$ cat config.mk
export PLATFORM = sky130hd
export DESIGN_NAME = grp_dbi_codec
export DESIGN_NICKNAME = d
export VERILOG_FILES = /design/src/rtl/dbi_pkg.sv /design/src/rtl/dbi_grp_enc.sv /design/src/rtl/dbi_grp_dec.sv /design/src/rtl/grp_dbi_codec.sv
export SDC_FILE = /design/constraint.sdc
export NUM_CORES = 1
export LEC_CHECK = 0
export ABC_AREA = 1
export BUFFER_PORTS_ARGS = -buffer_cell sky130_fd_sc_hd__clkbuf_2
export CAP_MARGIN = 20
export CORE_AREA = 2 2 414 416
export CTS_CLUSTER_DIAMETER = 50
export DETAILED_ROUTE_END_ITERATION = 10
export DIE_AREA = 0 0 416 418
export SYNTH_ARGS = -nofsm -noshare
export SYNTH_HDL_FRONTEND = slang
export SYNTH_HIERARCHICAL = 1
export SYNTH_SLANG_ARGS = --single-unit
export TNS_END_PERCENT = 100
$ cat constraint.sdc
create_clock -name clk -period 15.46 [get_ports clk]
set_input_delay 1.546 -clock clk [delete_from_list [all_inputs] [get_ports clk]]
set_output_delay 1.546 -clock clk [all_outputs]
set_load 0.01 [all_outputs]
$ cat src/rtl/dbi_pkg.sv
package dbi_pkg;
    localparam int unsigned GROUP_W = 16;
    localparam int unsigned GROUPS  = 4;
    localparam int unsigned BEATS   = 4;
    localparam int unsigned BUS_W   = GROUP_W * GROUPS;
    localparam int unsigned LINE_W  = BUS_W * BEATS;
    localparam int unsigned FLAG_W  = GROUPS * BEATS;
    localparam int unsigned CNT_W   = $clog2(GROUP_W + 1);

    typedef logic [GROUP_W-1:0] grp_t;

    // number of set bits in a group-wide vector
    function automatic logic [CNT_W-1:0] ones_in(input grp_t v);
        logic [CNT_W-1:0] n;
        n = '0;
        for (int i = 0; i < GROUP_W; i++) begin
            n = n + CNT_W'(v[i]);
        end
        return n;
    endfunction
endpackage

$ cat src/rtl/dbi_grp_enc.sv
// One group, one beat: decide inversion against the reference logical level.
module dbi_grp_enc
    import dbi_pkg::*;
(
    input  grp_t data,
    input  grp_t ref_lvl,
    output grp_t out_lvl,
    output logic inv
);
    localparam int unsigned HALF = GROUP_W / 2;

    logic [CNT_W-1:0] flips;

    always_comb begin
        flips   = ones_in(data ^ ref_lvl);
        inv     = (flips > CNT_W'(HALF));
        out_lvl = inv ? ~data : data;
    end
endmodule

$ cat src/rtl/dbi_grp_dec.sv
// One group, one beat: recover true data from active-low wires and flag.
module dbi_grp_dec
    import dbi_pkg::*;
(
    input  grp_t wire_n,
    input  logic flag_n,
    output grp_t data
);
    grp_t lvl;

    always_comb begin
        lvl  = ~wire_n;
        data = flag_n ? lvl : ~lvl;
    end
endmodule

$ cat src/rtl/grp_dbi_codec.sv
module grp_dbi_codec
    import dbi_pkg::*;
(
    input  logic              clk,
    input  logic              rst_n,
    input  logic              tx_valid,
    input  logic [LINE_W-1:0] tx_line,
    output logic [LINE_W-1:0] wire_data_n,
    output logic [FLAG_W-1:0] wire_inv_n,
    output logic              wire_rdy_n,
    output logic              wire_busy_n,
    input  logic [LINE_W-1:0] rx_data_n,
    input  logic [FLAG_W-1:0] rx_inv_n,
    input  logic              rx_rdy_n,
    output logic [LINE_W-1:0] rx_line,
    output logic              rx_valid
);
    typedef struct packed {
        logic [LINE_W-1:0] data_n;
        logic [FLAG_W-1:0] inv_n;
        logic              rdy_n;
        logic              busy_n;
        logic [LINE_W-1:0] rx_line;
        logic              rx_valid;
    } state_t;

    state_t st_d, st_q;

    grp_t enc_ref [BEATS][GROUPS];
    grp_t enc_lvl [BEATS][GROUPS];
    logic enc_inv [BEATS][GROUPS];
    grp_t dec_dat [BEATS][GROUPS];

    for (genvar b = 0; b < BEATS; b++) begin : g_beat
        for (genvar g = 0; g < GROUPS; g++) begin : g_grp
            localparam int unsigned LO = b * BUS_W + g * GROUP_W;
            if (b == 0) begin : g_first
                localparam int unsigned LAST = (BEATS - 1) * BUS_W + g * GROUP_W;
                assign enc_ref[b][g] = ~st_q.data_n[LAST +: GROUP_W];
            end else begin : g_chain
                assign enc_ref[b][g] = enc_lvl[b-1][g];
            end

            dbi_grp_enc u_enc (
                .data    (tx_line[LO +: GROUP_W]),
                .ref_lvl (enc_ref[b][g]),
                .out_lvl (enc_lvl[b][g]),
                .inv     (enc_inv[b][g])
            );

            dbi_grp_dec u_dec (
                .wire_n (rx_data_n[LO +: GROUP_W]),
                .flag_n (rx_inv_n[b * GROUPS + g]),
                .data   (dec_dat[b][g])
            );
        end
    end

    always_comb begin
        st_d          = st_q;
        st_d.rdy_n    = ~tx_valid;
        st_d.busy_n   = ~(tx_valid | ~st_q.rdy_n);
        st_d.rx_valid = ~rx_rdy_n;
        if (tx_valid) begin
            for (int b = 0; b < BEATS; b++) begin
                for (int g = 0; g < GROUPS; g++) begin
                    st_d.data_n[b*BUS_W + g*GROUP_W +: GROUP_W] = ~enc_lvl[b][g];
                    st_d.inv_n[b*GROUPS + g]                   = ~enc_inv[b][g];
                end
            end
        end
        if (!rx_rdy_n) begin
            for (int b = 0; b < BEATS; b++) begin
                for (int g = 0; g < GROUPS; g++) begin
                    st_d.rx_line[b*BUS_W + g*GROUP_W +: GROUP_W] = dec_dat[b][g];
                end
            end
        end
    end

    always_ff @(posedge clk or negedge rst_n) begin
        if (!rst_n) begin
            st_q.data_n   <= '1;
            st_q.inv_n    <= '1;
            st_q.rdy_n    <= 1'b1;
            st_q.busy_n   <= 1'b1;
            st_q.rx_line  <= '0;
            st_q.rx_valid <= 1'b0;
        end else begin
            st_q <= st_d;
        end
    end

    assign wire_data_n = st_q.data_n;
    assign wire_inv_n  = st_q.inv_n;
    assign wire_rdy_n  = st_q.rdy_n;
    assign wire_busy_n = st_q.busy_n;
    assign rx_line     = st_q.rx_line;
    assign rx_valid    = st_q.rx_valid;
endmodule

==> impl_metrics.py <==
metrics = {
    "logic_synthesis": {
        "postSynthAreaPerCell_um2": 6.94,
        "synth-xor-area-share": 0.0568,
        "synth_area_mm2": 0.0395,
        "synth-seq-area-share": 0.345,
        "synthAdderAreaFrac": 0.106,
        "yosys.area_share.simple": 0.342,
        "ys.warnings.count": 6,
        "synth_compound_area_frac": 0.00405,
        "synthesis.nets": 6461,
        "synthFlopType": "dfstp_2",
        "async_reset_ff_frac": 1.00,
        "synthMuxAreaShare": 0,
        "synth_top_area_cell": "nand2_1",
        "synth.area.top_cells": "nand2_1 27%, dfstp_2 18%, dfrtp_1 16%",
        "yosysUniqueCellTypes": 23,
        "synth_top_cells_by_count": "2,886 x nand2_1, 1,053 x inv_1, 305 x nand3_1",
        "synth_top_area_share": 0.274,
        "synth_top_family_by_area": "simple AND/OR/NAND/NOR gates",
        "synth_edf_count": 0,
        "yosysMostFrequentCell": "nand2_1",
        "syn_inst": 5689,
        "ys_ff_latch": 531,
    },
    "outcome": {
        "violations": "negative setup slack",
        "status": "complete, but fails checks",
    },
    "worst_setup_path": {
        "max_stage_delay_ns": 0.57,
        "critical_path.startpoint": "tx_line[6]",
        "cp_max_fo": 8,
        "r2r_start": "wire_data_n[198]",
        "path_class": "primary input to flip-flop",
        "reg2reg_to": "wire_data_n[207]",
        "worstPathArrival_ns": 16.76,
        "critPathLaunchType": "primary input",
        "cpMostUsedCell": "fa_1",
        "crit_buf_inv": 21,
        "worstPathRequired_ns": 16.10,
        "cp-endpoint": "wire_data_n[207]",
        "crit_slowest_cell": "fa_1",
        "reg2regPathDepth": 70,
        "worstSetupPathDepth": 70,
        "endpoint_kind": "flip-flop",
        "critical-path-top-delay-family": "adder cells",
        "reg2reg_setup_slack_ns": -0.44,
    },
    "floorplanning": {
        "ios": 1063,
        "die_w_um": 416,
        "die_h_um": 418,
        "rows": 151,
        "die_area_mm2": 0.174,
        "core-area_mm2": 0.169,
        "start_util": 0.234,
    },
    "detailed_routing": {
        "drt_iter0_drc": 2402,
        "antenna_left": 0,
        "vias_per_cell": 4.27,
        "post-route-drc-count": 0,
        "avgRoutedWirePerCell_um": 18.3,
        "routed_wl_um": 172000,
        "first_pass_iters": 5,
        "via_count": 40130,
    },
    "placed_design": {
        "io_buffers": 1062,
        "globalplace.congestion": 0.976,
        "hpwl_um": 136000,
    },
    "timing": {
        "fin_crit_ns": 16.12,
        "rsz0062_at_grt": "yes",
        "max_slew_margin": 0.340,
        "setup_violations": 68,
        "min_period_over_period": 1.04,
        "max_clock_freq_mhz": 62.0,
        "worst_slew_pin_slew_ns": 0.989,
        "clock_skew_ns": 0.0287,
        "slew_violations": 0,
        "layout_setup_ws_ns": -0.661,
        "hold_violations": 0,
        "holdWs_ns": 0.444,
    },
    "job": {
        "cap_violations": 0,
    },
    "global_route": {
        "grt-ovfl-total": 0,
        "antenna_found_initial": 47,
        "grt_pass1_vias": 38831,
        "track_usage": 0.189,
        "grt_max_degree": 129,
        "grt_pass1_wl_um": 247000,
    },
    "clock_network": {
        "cts_sinks": 531,
        "clk_path_buf_depth": 3,
        "clkTransAtPathRegs_ns": 0.06,
        "cts_tree": "yes",
        "insertion_delay_ns": 0.72,
        "cts_root_buffer": "clkbuf_16",
        "cts_max_level": 3,
        "numCtsBuffers": 92,
    },
    "finish": {
        "fin_util": 0.329,
        "n_fill_cell": 18004,
        "area_delta_synth_final_pct": 40.7,
        "drive_gt1_frac": 0.352,
        "nNetsFinal": 7863,
    },
    "worst_hold_path": {
        "min_path_type": "flip-flop to flip-flop",
    },
}
[per-layer routing]
metal,routed length [µm],part of all wire,track usage,vias to the layer above
met1,62500,0.36,0.207,19041
li1,-,-,-,19180
met4,11200,0.065,0.119,8
met5,53,0.00031,0,-
met2,87300,0.51,0.335,1481
met3,11000,0.064,0.0386,420
[layout by cell type (no fill, tap or decap), drive strengths merged]
cell type  netlist  final
nand3          331    331
inv           1087   1100
clkinv           0     27
diode            0     22
nor2            23     23
nand2         2971   2982
dfrtp          257    257
dfstp          274    274
a21oi           16     16
ha              80     80
buf            213    451
xnor2           28     28
clkinvlp         0     13
fa             160    160
nand4            5      5
o21ai           16     16
bufinv           0     15
clkbuf           0   1162
xor2           228    228
[state kept, by name, summed over array words and instances, names as in the netlist]
name	count
rx_line	256
wire_data_n	256
wire_inv_n	16
rx_valid	1
wire_busy_n	1
wire_rdy_n	1
[stage by stage]
stage,TNS [ns],setup slack (ns),area [µm²],instances
2_1_floorplan,-18.02,-0.336,39600,5689
3_3_place_gp,-70.45,-1.20,48900,9094
3_5_place_dp,-81.48,-1.32,48900,9094
4_1_cts,-20.82,-0.459,53200,9307
5_1_grt,-67.36,-1.14,55600,9405
6_report,-32.88,-0.661,55600,9408
[cells by family after synthesis]
group                    count (synthesis)
AO/OA/AOI/OAI                           32
XOR/XNOR                               256
adder cells (fa/ha/maj)                240
buffers and inverters                 1300
flip-flops                             531
AND/OR/NAND/NOR                       3330
[layout make-up]
type | instances | area (µm²) | area share
Sequential cell | 531 | 13600 | 0.245
Tap cell | 2218 | 2780 | 0.0499
Timing Repair Buffer | 1510 | 9290 | 0.167
Clock buffer | 103 | 2470 | 0.0444
Inverter | 1087 | 4220 | 0.0759
Multi-Input combinational cell | 3869 | 22200 | 0.400
Antenna cell | 22 | 55.1 | 0.000991
Clock inverter | 68 | 917 | 0.0165
[worst min path at each step]
stage / slack [ns] / from / depth (start not counted) / endpoint
after global placement: 0.43 / wire_rdy_n / 2 / wire_busy_n
after CTS: 0.45 / wire_rdy_n / 2 / wire_busy_n
final: 0.44 / wire_rdy_n / 2 / wire_busy_n
after global routing: 0.47 / wire_rdy_n / 2 / wire_busy_n
after floorplan: 0.44 / wire_rdy_n / 2 / wire_busy_n
after detailed placement: 0.44 / wire_rdy_n / 2 / wire_busy_n
[worst reg2reg max path, delay by kind of cell, from the launching register on]
kind / cells / cell delay (ns)
buffers and inverters: 21 / 1.67
xor gates and xnor gates: 4 / 0.74
DFF: 1 / 0.57
adders and majority gates: 24 / 10.81
and+or+nand+nor: 21 / 2.03
[repair_timing]
item                                    in CTS  in global routing
endpoints found under the setup margin      68                 68
pin swaps                                   56                206
resized for setup                          113                368
gates cloned                                 5                 12
hold buffers                                 0                  0
setup buffers                               37                 69
Power is left out: the tool's default activity adds up to more than one toggle a clock period on the data nets, which glitch-free logic cannot reach.
